[config.mk]
export PLATFORM = sky130hd
export DESIGN_NAME = addr_latch
export DESIGN_NICKNAME = d
export VERILOG_FILES = /design/src/rtl/addr_latch_pkg.sv /design/src/rtl/lat_mode_dec.sv /design/src/rtl/lat_addr_dec.sv /design/src/rtl/lat_bit_cell.sv /design/src/rtl/addr_latch.sv
export SDC_FILE = /design/constraint.sdc
export NUM_CORES = 1
export LEC_CHECK = 0
export BUFFER_PORTS_ARGS = -buffer_cell sky130_fd_sc_hd__buf_2
export CAP_MARGIN = 10
export CORE_AREA = 2 2 39 41
export DETAILED_ROUTE_END_ITERATION = 8
export DIE_AREA = 0 0 41 43
export SLEW_MARGIN = 15
export SYNTH_ARGS = -nofsm -noshare
export SYNTH_HDL_FRONTEND = slang
export SYNTH_SLANG_ARGS = --single-unit
[constraint.sdc]
create_clock -name clk -period 1.1 [get_ports clk]
set_input_delay 0.165 -clock clk [delete_from_list [all_inputs] [get_ports clk]]
set_output_delay 0.165 -clock clk [all_outputs]
set_load 0.01 [all_outputs]
[src/rtl/addr_latch_pkg.sv]
package addr_latch_pkg;

  // Mode code is {clr_n, en_n}
  typedef enum logic [1:0] {
    MODE_DECODE = 2'b00,
    MODE_CLEAR  = 2'b01,
    MODE_WRITE  = 2'b10,
    MODE_HOLD   = 2'b11
  } lat_mode_e;

endpackage

[src/rtl/lat_mode_dec.sv]
module lat_mode_dec
  import addr_latch_pkg::*;
(
  input  logic      clr_n,
  input  logic      en_n,
  output lat_mode_e mode
);

  always_comb begin
    unique case ({clr_n, en_n})
      2'b00:   mode = MODE_DECODE;
      2'b01:   mode = MODE_CLEAR;
      2'b10:   mode = MODE_WRITE;
      default: mode = MODE_HOLD;
    endcase
  end

endmodule

[src/rtl/lat_addr_dec.sv]
module lat_addr_dec #(
  parameter int ADDR_W = 3,
  localparam int NBITS = 1 << ADDR_W
) (
  input  logic [ADDR_W-1:0] addr,
  output logic [NBITS-1:0]  sel
);

  for (genvar i = 0; i < NBITS; i++) begin : g_sel
    assign sel[i] = (addr == ADDR_W'(i));
  end

  always_comb begin

    addr_sel_onehot_chk: assert ($onehot(sel) || $isunknown(addr));
  end

endmodule

[src/rtl/lat_bit_cell.sv]
module lat_bit_cell
  import addr_latch_pkg::*;
(
  input  logic      clk,
  input  logic      rst,
  input  lat_mode_e mode,
  input  logic      hit,
  input  logic      din,
  output logic      q
);

  logic q_nxt;

  always_comb begin
    q_nxt = q;
    unique case (mode)
      MODE_WRITE:  if (hit) q_nxt = din;
      MODE_HOLD:   q_nxt = q;
      MODE_CLEAR:  q_nxt = 1'b0;
      MODE_DECODE: q_nxt = hit & din;
      default:     q_nxt = q;
    endcase
  end

  always_ff @(posedge clk) begin
    if (rst) q <= 1'b0;
    else     q <= q_nxt;
  end

endmodule

[src/rtl/addr_latch.sv]
module addr_latch
  import addr_latch_pkg::*;
#(
  parameter int ADDR_W = 3,
  localparam int NBITS = 1 << ADDR_W
) (
  input  logic              clk,
  input  logic              rst,
  input  logic              din,
  input  logic [ADDR_W-1:0] addr,
  input  logic              clr_n,
  input  logic              en_n,
  output logic [NBITS-1:0]  q
);

  lat_mode_e        mode;
  logic [NBITS-1:0] sel;

  lat_mode_dec u_mode (
    .clr_n (clr_n),
    .en_n  (en_n),
    .mode  (mode)
  );

  lat_addr_dec #(.ADDR_W(ADDR_W)) u_addr (
    .addr (addr),
    .sel  (sel)
  );

  for (genvar i = 0; i < NBITS; i++) begin : g_bit
    lat_bit_cell u_cell (
      .clk  (clk),
      .rst  (rst),
      .mode (mode),
      .hit  (sel[i]),
      .din  (din),
      .q    (q[i])
    );
  end


  write_keeps_others_chk: assert property (@(posedge clk) disable iff (rst)
    (clr_n && !en_n) |=>
      ((q & ~(NBITS'(1) << $past(addr))) == ($past(q) & ~(NBITS'(1) << $past(addr)))));


  write_sets_target_chk: assert property (@(posedge clk) disable iff (rst)
    (clr_n && !en_n) |=> (q[$past(addr)] == $past(din)));


  hold_stable_chk: assert property (@(posedge clk) disable iff (rst)
    (clr_n && en_n) |=> $stable(q));


  clear_zero_chk: assert property (@(posedge clk) disable iff (rst)
    (!clr_n && en_n) |=> (q == '0));


  decode_value_chk: assert property (@(posedge clk) disable iff (rst)
    (!clr_n && !en_n) |=> (q == (NBITS'($past(din)) << $past(addr))));


  decode_onehot_chk: assert property (@(posedge clk) disable iff (rst)
    (!clr_n && !en_n) |=> $onehot0(q));

endmodule

# Word-level counts from Yosys, hierarchy flattened
# Cells that the tools add are included.
[totals] elab_cells=65 inputBits=8 out_inout_bits=8 reg_bits=8
[classes] bitwise=9 reduce_logical=11 n_eq_ne=20 muxes=17
[op_table] op="$pmux W1 S3" n=8
[op_table] op="$ne A2 B1 Y1 const B" n=8
[op_table] op="$reduce_and A2 Y1" n=8
[op_table] op="$eq A3 B3 Y1 const B" n=4
[op_table] op="$and A1 B1 Y1" n=8
[op_table] op="$mux W1" n=8
[op_table] op="$eq A2 B2 Y1 const B" n=3
[op_table] op="$eq A3 B2 Y1 const B" n=2
[op_table] op="$pmux W2 S3" n=1
[op_table] op="$eq A2 B1 Y1 const B" n=2
[op_table] op="$logic_not A2 Y1" n=2
[op_table] op="$eq A3 B1 Y1 const B" n=1
[op_table] op="$logic_not A3 Y1" n=1
[op_table] op="$not A1 Y1" n=1

# Depth between registers and ports, before layout
# Gate-level depths: netlist (run 1).
[logic_depth] word_depth=5 depth_mapped=3 depth_no_buf=2

# Hierarchy
# Synthesis (run 1) repeated with hierarchy kept, for this count alone.
[hier_totals] hier_cells=50 hier_area_um2=422.9
[modules_own_cells] mod="lat_bit_cell" area_each_um2=43.8 seq_area_each_um2=20.0 n_inst=8 cells_each=5
[modules_own_cells] mod="lat_addr_dec" area_each_um2=65.1 seq_area_each_um2=0.0 n_inst=1 cells_each=8
[modules_own_cells] mod="lat_mode_dec" area_each_um2=7.5 seq_area_each_um2=0.0 n_inst=1 cells_each=2

# Worst setup path before layout (run 1)
# No wires, ideal clock.
[synth_path] kind="input-to-reg" from="input port addr[2]" to="register g_bit[1].u_cell.q" setup_slack_ns=0.329 path_buffers=0 setup_time_ns=0.072 required_ns=1.028 arrival_time_ns=0.699 cell_stages=2 path_cell_list="nor4b_1 > mux2i_1"
[synth_via] elab_chain_len=3 word_cells_on_any_way=5 classes_between="eq/ne (2); mux (1); bitwise (1); reduce/logical (1)"
[synth_lines] element="start: declaration" line="addr_latch.sv:10" text="input logic [ADDR_W-1:0] addr,"
[synth_lines] element="$eq A3 B1 Y1 *" line="lat_addr_dec.sv:10" text="assign sel[i] = (addr == ADDR_W'(i));"
[synth_lines] element="$and A1 B1 Y1 / $ne A2 B1 Y1 (equally long branches)"
[synth_lines] element="$pmux W1 S3 / $reduce_and A2 Y1 (equally long branches)"
[synth_lines] element="end signal: assignment" line="lat_bit_cell.sv:27" text="else q <= q_nxt;"
[synth_lines] element="end: declaration" line="lat_bit_cell.sv:9" text="output logic q"
# Mark *: on every way between the ends. The rest lies on a longest branch, timed or not.
# A chain may end at the register's enable or synchronous reset.

# Worst setup path in the final report (run 1)
[layout_path] from="register g_bit[1].u_cell.q" to="output port q[1]"
[layout_rtl] element="end: declaration" line="addr_latch.sv:13" text="output logic [NBITS-1:0] q"
# No word-level cell between the ends.

==> summary.md, run 1 <==
| Metric | Value |
|---|---|
| DR pass1 iterations | 2 |
| Crit-path slowest cell | dfxtp_1 |
| Post-synthesis xor/xnor area fraction | 0 |
| Deepest clock path buffer count | 2 |
| Slew @ Worst Pin | about 0.35 ns |
| Root cell of the clock tree | clkbuf_4 |
| DRC viols | 0 |
| Post-layout minimum cycle time | 0.874 ns |
| Post-CTS Resized | 0 |
| Filler Cell Count | 155 |
| Worst vdd ir | slightly below 0.5 mV |
| Top_reg_cell synth | dfxtp_1 |
| Reg with most FFs | g_bit.u_cell.q |
| Post-Synth Simple-Gate Area | 0.320 |
| Placer Congestion | ~0.67 |
| Kind of critical path | flop to output pin |
| DR iter-0 viols | 3 |
| Final ANT Viol Nets | 0 |
| CTS tree | built |
| Area of the multi-input gates | roughly 230 um2 |
| CP delay by family, top | flip-flops |
| Register area share after synthesis | 0.353 |
| Layout Skew | 0 ns |
| Global-route wire length before repair | 1210 um |
| Synth top area cells | dfxtp_1 (35%), mux2i_1 (18%), buf_4 (13%) |
| Initial core utilization | 0.328 |
| Synth Register Bits | 8 |
| Overall power | slightly below 0.6 mW |
| PD cells | 1160 nW/um2 |
| Post-Synth Adder-Cell Area | 0 |
| Synthesized Nets | 51 |
| Die height | 43 um |
| Slowest stage delay, CP | around 0.33 ns |
| Largest fanout on the critical path | 2 |
| Yosys warning total | 0 |
| Postcts setup bufs | 0 |
| Leakage | 0.208 nW |
| Fraction of registers with async set/reset | 0 |
| Worst skew pair latency | 0.25 ns |
| Gr usage total | 0.107 |
| Routed WL per cell | roughly 12 um |
| Via count | 323 |
| Vias in the first global route | 298 |
| DIE AREA | about 1800 um2 |
| Status | finished clean |
| F_max | 1140 MHz |
| Register area | 160 um2 |
| Global route overflow | 0 |
| Syn avg cell area | 10.6 um2 |
| Final std cells w/o fill | 67 |
| Share of layout cells above drive strength 1 | 0.392 |
| Max FFs per register | 8 |
| Hold crit path type | primary input to flop |
| MaxCap Viol Count | 0 |
| Worst-path clk slew | 0.06 ns |
| Port buffer count | 15 |
| Post-synth top cells | buf_4 (8), dfxtp_1 (8), mux2i_1 (8), nand3b_1 (8), nor4b_1 (3) |
| CTS Hold Bufs | 0 |
| Count of final setup violators | 0 |
| Post-synth top area share | 0.353 |
| Area Overhead vs Synth | 10.7% |
| Synthesized instance count | 43 |
| Post-Route WL | 819 um |
| Core Area | 1380 um2 |
| CP Capture Type | output pin |
| Hold Fails Final Rpt | 0 |
| Setup ws final | 0.226 ns |
| Startpoint Class | flop |
| Relative slew slack | 0.764 |
| Top Registers | g_bit.u_cell.q (8) |
| Mapped cell area | 454 um2 |
| Area leader, netlist | dfxtp_1 |
| Mux contribution to synthesized area | 0.176 |
| Htree depth | 1 |
| Clock sink count | 8 |
| Slew Limit Fails | 0 |
| DR vias/cell | 4.82 |
| Post-synthesis compound-gate area fraction | 0 |
| Die extent in x | 41 um |
| Pin count of the biggest net entering global routing | 10 |
| CP cell instances | buf_2 |
| Cts bufs inserted | 3 |
| Cell Rows | 14 |
| Initial antenna violation count | 0 |
| Setup_tns | 0 ns |
| Fin crit share | 0.794 |
| Diode count | 0 |
| RSZ-0062 raised after global routing | false |
| Critical path buffer and inverter count | 1 |
| WP data arrival | around 0.71 ns |
| Largest family of logic cells by synthesized area | simple AND/OR/NAND/NOR gates |
| I/O pins | 16 |
| Setup WS pre-CTS | 0.0852 ns |
| Fin nets | slightly above 60 |
| Placed Instances | 64 |
| Library cells used by synthesis | 12 |
| WP data required | 0.94 ns |
| Number of synthesized flops with an enable pin | 0 |
==> power breakdown <==
group          internal (mW)  total, mW  switching, mW
logic                 0.0303     0.0637         0.0334
clock network          0.125      0.222         0.0976
registers              0.294      0.296        0.00182
==> path summary, 6_finish.rpt <==
kind | startpoint | to | slack, ns | cells past startpoint
setup / recovery | g_bit[1].u_cell.q$_SDFFE_PP0P_ | q[1] | 0.23 | 1
hold / removal | clr_n | g_bit[7].u_cell.q$_SDFFE_PP0P_ | 0.26 | 3
setup reg to reg | g_bit[1].u_cell.q$_SDFFE_PP0P_ | g_bit[1].u_cell.q$_SDFFE_PP0P_ | 0.49 | 2
hold reg to reg | g_bit[3].u_cell.q$_SDFFE_PP0P_ | g_bit[3].u_cell.q$_SDFFE_PP0P_ | 0.48 | 2
==> worst reg2reg max path, cell delays in order, from the launching register on <==
cell and delay (ns):
dfxtp_1 0.33, nand3b_1 0.08, mux2i_1 0.13
==> kinds of logic after synthesis <==
kind of cell,count (synthesis)
multiplexers,8
buffers and inverters,10
flip-flops,8
AND/OR/NAND/NOR,17
==> per-stage QoR <==
stage	utilization	hold slack, ns	instance area (um2)
floorplan	-	0.350	454
global placement	0.347	0.469	480
detailed placement	0.347	0.477	480
CTS	0.363	0.257	503
global route	0.363	0.266	503
finish	0.363	0.261	503
==> metal layers <==
| metal | part of all wire | track usage | vias up |
|---|---|---|---|
| li1 | - | - | 171 |
| met1 | 0.47 | 0.129 | 142 |
| met2 | 0.45 | 0.141 | 8 |
| met3 | 0.066 | 0.0314 | 2 |
| met4 | 0.013 | 0.100 | 0 |
| met5 | 0 | 0 | - |
==> cells in the final DEF, fill, tap and decap left out <==
master,n
nand4b_1,1
nand2b_1,1
buf_2,15
and4bb_2,2
and4bb_1,1
clkbuf_4,3
nor4b_1,3
dfxtp_1,8
nand3b_1,8
nor4_1,1
mux2i_1,8
==> layout make-up <==
cell class	instances	area share
repair buffers	15	0.149
flip-flops and latches	8	0.318
clock buffers	3	0.0448
well taps	16	0.0398
multi-input cells	25	0.448
Note: power is estimated with default switching activity, not from simulation.
==> run 2: changes to the inputs <==
- ABC_AREA: default -> 1
- clock period: 1.1 -> 0.87 ns (I/O delays scaled with it)
==> run 2 against run 1 <==
  * Sequential share of layout area is 2.0 points lower
  * Largest cell class unchanged
  * Via count is 34% higher
  * Power is 36% higher
  * Setup slack worse by 0.19 ns
  * Critical endpoint is now q[4]
  * Core utilization is 4.0 points higher
  * Clock skew stayed put
  * Register-to-register slack worse by 0.32 ns
  * Final area is 11% higher
  * Count of clock-buffer cells in the layout stayed put
  * Hold slack worse by 0.038 ns
  * Non-clock buffer count stayed put
  * First-iteration DRC count grew to 3.0 times the previous value
==> summary.md, run 2 <==
| Metric | Value |
|---|---|
| Status | finished clean |
| DIE AREA | 1760 um2 (unchanged) |
| Clock share of power | 0.365 (-0.017) |
| Via count | 432 (+34%) |
| Int Power | 0.580 mW (+29%) |
| DR iter-0 viols | 9 (+6) |
| Worst vdd ir | 0.590 mV (+19%) |
| Area Overhead vs Synth | 13.2% |
| Synth top area cells | dfxtp_1 (32%), nand2_1 (13%), buf_4 (12%) |
| CP delay by family, top | flip-flops |
| Synthesized instance count | 71 (+65%) |
| RSZ-0062 raised after global routing | false |
| DR pass1 iterations | 4 (+2) |
| Post-Route WL | 953 um (+16%) |
| Fraction of registers with async set/reset | 0 (unchanged) |
| Layout Skew | 0 ns (unchanged) |
| Most frequent cell after synthesis | nand2_1 |
| Reg with most FFs | g_bit.u_cell.q |
| Post-DP Area | 523 um2 (+8.9%) |
| Library cells used by synthesis | 12 (unchanged) |
| Post-layout util | 0.403 (+0.0398) |
| Register area share after synthesis | 0.325 (-0.0277) |
| Vias in the first global route | 351 (+18%) |
| Cts bufs inserted | 3 (unchanged) |
| CP cell instances | buf_2 |
| DPL Wire Length | 690 um |
| Logic gate share of total power | 0.156 (+0.047) |
| Largest fanout on the critical path | 2 (unchanged) |
| Pin count of the biggest net entering global routing | 9 (-1) |
| Top_reg_cell synth | dfxtp_1 |
| Die height | 43 um (unchanged) |
| F_max | 1200 MHz |
| Deepest clock path buffer count | 2 (unchanged) |
| Postcts setup bufs | 0 (unchanged) |
| Mapped cell area | 493 um2 (+8.5%) |
| Yosys warning total | 0 (unchanged) |
| Kind of critical path | flop to output pin |
| Port buffer count | 15 (unchanged) |
| Final instance area | 558 um2 (+11%) |
| Post-layout minimum cycle time | 0.835 ns |
| Slew @ Worst Pin | 0.249 ns (-0.0999 ns) |
| Count of final setup violators | 0 (unchanged) |
| Post-synth top area share | 0.325 (-0.0277) |
| Worst skew pair latency | 0.26 ns (about the same) |
| DR vias/cell | 4.50 (-6.7%) |
| Hold crit path type | primary input to flop |
| Fin crit share | 0.960 |
| Global-route wire length before repair | 1490 um (+23%) |
| Placed Instances | 93 (+45%) |
| Diode count | 0 (unchanged) |
| CTS tree | built |
| Hold Fails Final Rpt | 0 (unchanged) |
| Fin nets | 90 (+48%) |
| Sequential share of power | 0.479 (-0.030) |
| Htree depth | 1 (unchanged) |
| Slew Limit Fails | 0 (unchanged) |
| NetSw | 0.214 mW (+61%) |
| Initial core utilization | 0.356 (+0.0280) |
| Number of synthesized flops with an enable pin | 0 (unchanged) |
| Area leader, netlist | dfxtp_1 |
| Share of layout cells above drive strength 1 | 0.375 (-0.0172) |
| Top Registers | g_bit.u_cell.q (8) |
| Initial antenna violation count | 0 (unchanged) |
| Synthesized Nets | 79 (+55%) |
| Gr usage total | 0.131 (+0.0240) |
| PD cells | 1420 nW/um2 (+23%) |
| Synth Register Bits | 8 (unchanged) |
| Global route overflow | 0 (unchanged) |
| MaxCap Viol Count | 0 (unchanged) |
| Switching power share of the total | 0.270 (+0.0413) |
| Routed WL per cell | 9.93 um (-19%) |
| Syn avg cell area | 6.94 um2 (-34%) |
| Filler Cell Count | 155 (unchanged) |
| DRC viols | 0 (unchanged) |
| Leakage | 0.282 nW (+36%) |
| I/O pins | 16 (unchanged) |
| Final std cells w/o fill | 96 (+43%) |
| Startpoint Class | flop |
| Critical path buffer and inverter count | 1 (unchanged) |
| WP data arrival | 0.70 ns (about the same) |
| Post-synth top cells | nand2_1 (17), nor2_1 (9), buf_4 (8), dfxtp_1 (8), nand3_1 (8) |
| Most frequent cells in the layout | nand2_1 (17), buf_2 (14), nor2_1 (9) |
| Core Area | 1380 um2 (unchanged) |
| Relative slew slack | 0.834 (+0.0697) |
| CP Capture Type | output pin |
| Overall power | 0.794 mW (+36%) |
| Setup_tns | 0 ns (unchanged) |
| Placer Congestion | 0.790 (+18%) |
| Cell Rows | 14 (unchanged) |
| Most common cell after layout, fill and taps aside | nand2_1 |
| Worst-path clk slew | 0.06 ns (about the same) |
| Slowest stage delay, CP | 0.32 ns (about the same) |
| Root cell of the clock tree | clkbuf_4 |
| Final ANT Viol Nets | 0 (unchanged) |
| Max FFs per register | 8 (unchanged) |
| Clock sink count | 8 (unchanged) |
| Crit-path slowest cell | dfxtp_1 |
| WP data required | 0.74 ns (-0.20 ns) |
| Die extent in x | 41 um (unchanged) |
==> run 2: changes by cell type after synthesis, sizes merged, moves of 2 or more <==
cell and delta:
nand2 +17, nor2 +13, mux2i -8, nand3 +8, nand3b -8, inv +7, a21boi +6, and4bb -3
nor4b -3, a21oi +2
==> run 2: layout make-up <==
type,instances,area [um2],area share
Multi-Input combinational cell,46,238,0.426
Inverter,8,30.0,0.0538
Sequential cell,8,166,0.298
Tap cell,16,20.0,0.0359
Timing Repair Buffer,15,81.3,0.146
Clock buffer,3,22.5,0.0404
==> run 2: per-stage QoR <==
step / setup WS [ns] / hold slack, ns
4_1_cts: 0.00371 / 0.225
2_1_floorplan: 0.244 / 0.344
3_5_place_dp: 0.0596 / 0.503
6_report: 0.0352 / 0.223
5_1_grt: 0.00314 / 0.240
3_3_place_gp: 0.0703 / 0.497
==> run 2: metal layers <==
layer | track usage | part of all wire | up-vias
met5 | 0 | 0 | -
met4 | 0.120 | 0.043 | 0
met3 | 0.0157 | 0.049 | 5
met2 | 0.178 | 0.45 | 12
met1 | 0.167 | 0.46 | 184
li1 | - | - | 231
==> run 2: what timing repair did <==
| item | 4_1_cts | 5_1_grt |
|---|---|---|
| hold buffers | 0 | 0 |
| resized for setup | 0 | 6 |
| endpoints found under the setup margin | 0 | 5 |
==> run 2: worst paths after layout <==
path                             startpoint                        endpoint  slack (ns)  cells after the start
min reg2reg  g_bit[5].u_cell.q$_SDFFE_PP0P_  g_bit[5].u_cell.q$_SDFFE_PP0P_        0.55                      4
max          g_bit[4].u_cell.q$_SDFFE_PP0P_                            q[4]        0.04                      1
max reg2reg  g_bit[2].u_cell.q$_SDFFE_PP0P_  g_bit[2].u_cell.q$_SDFFE_PP0P_        0.17                      3
min                                     rst  g_bit[5].u_cell.q$_SDFFE_PP0P_        0.22                      4
==> run 2: power by group through the flow <==
stage | Clock [mW] | Sequential [mW] | Combinational [mW]
4_1_cts | 0.303 | 0.379 | 0.123
5_1_grt | 0.321 | 0.381 | 0.139
3_3_place_gp | 0 | 0.387 | 0.121
3_5_place_dp | 0 | 0.387 | 0.122
6_report | 0.289 | 0.381 | 0.124
2_1_floorplan | 0 | 0.387 | 0.0876
==> run 2: cells by family after synthesis <==
group	after synthesis	synth area share
simple gates	38	0.371
buf+inv	17	0.193
flops	8	0.325
compound gates	8	0.112
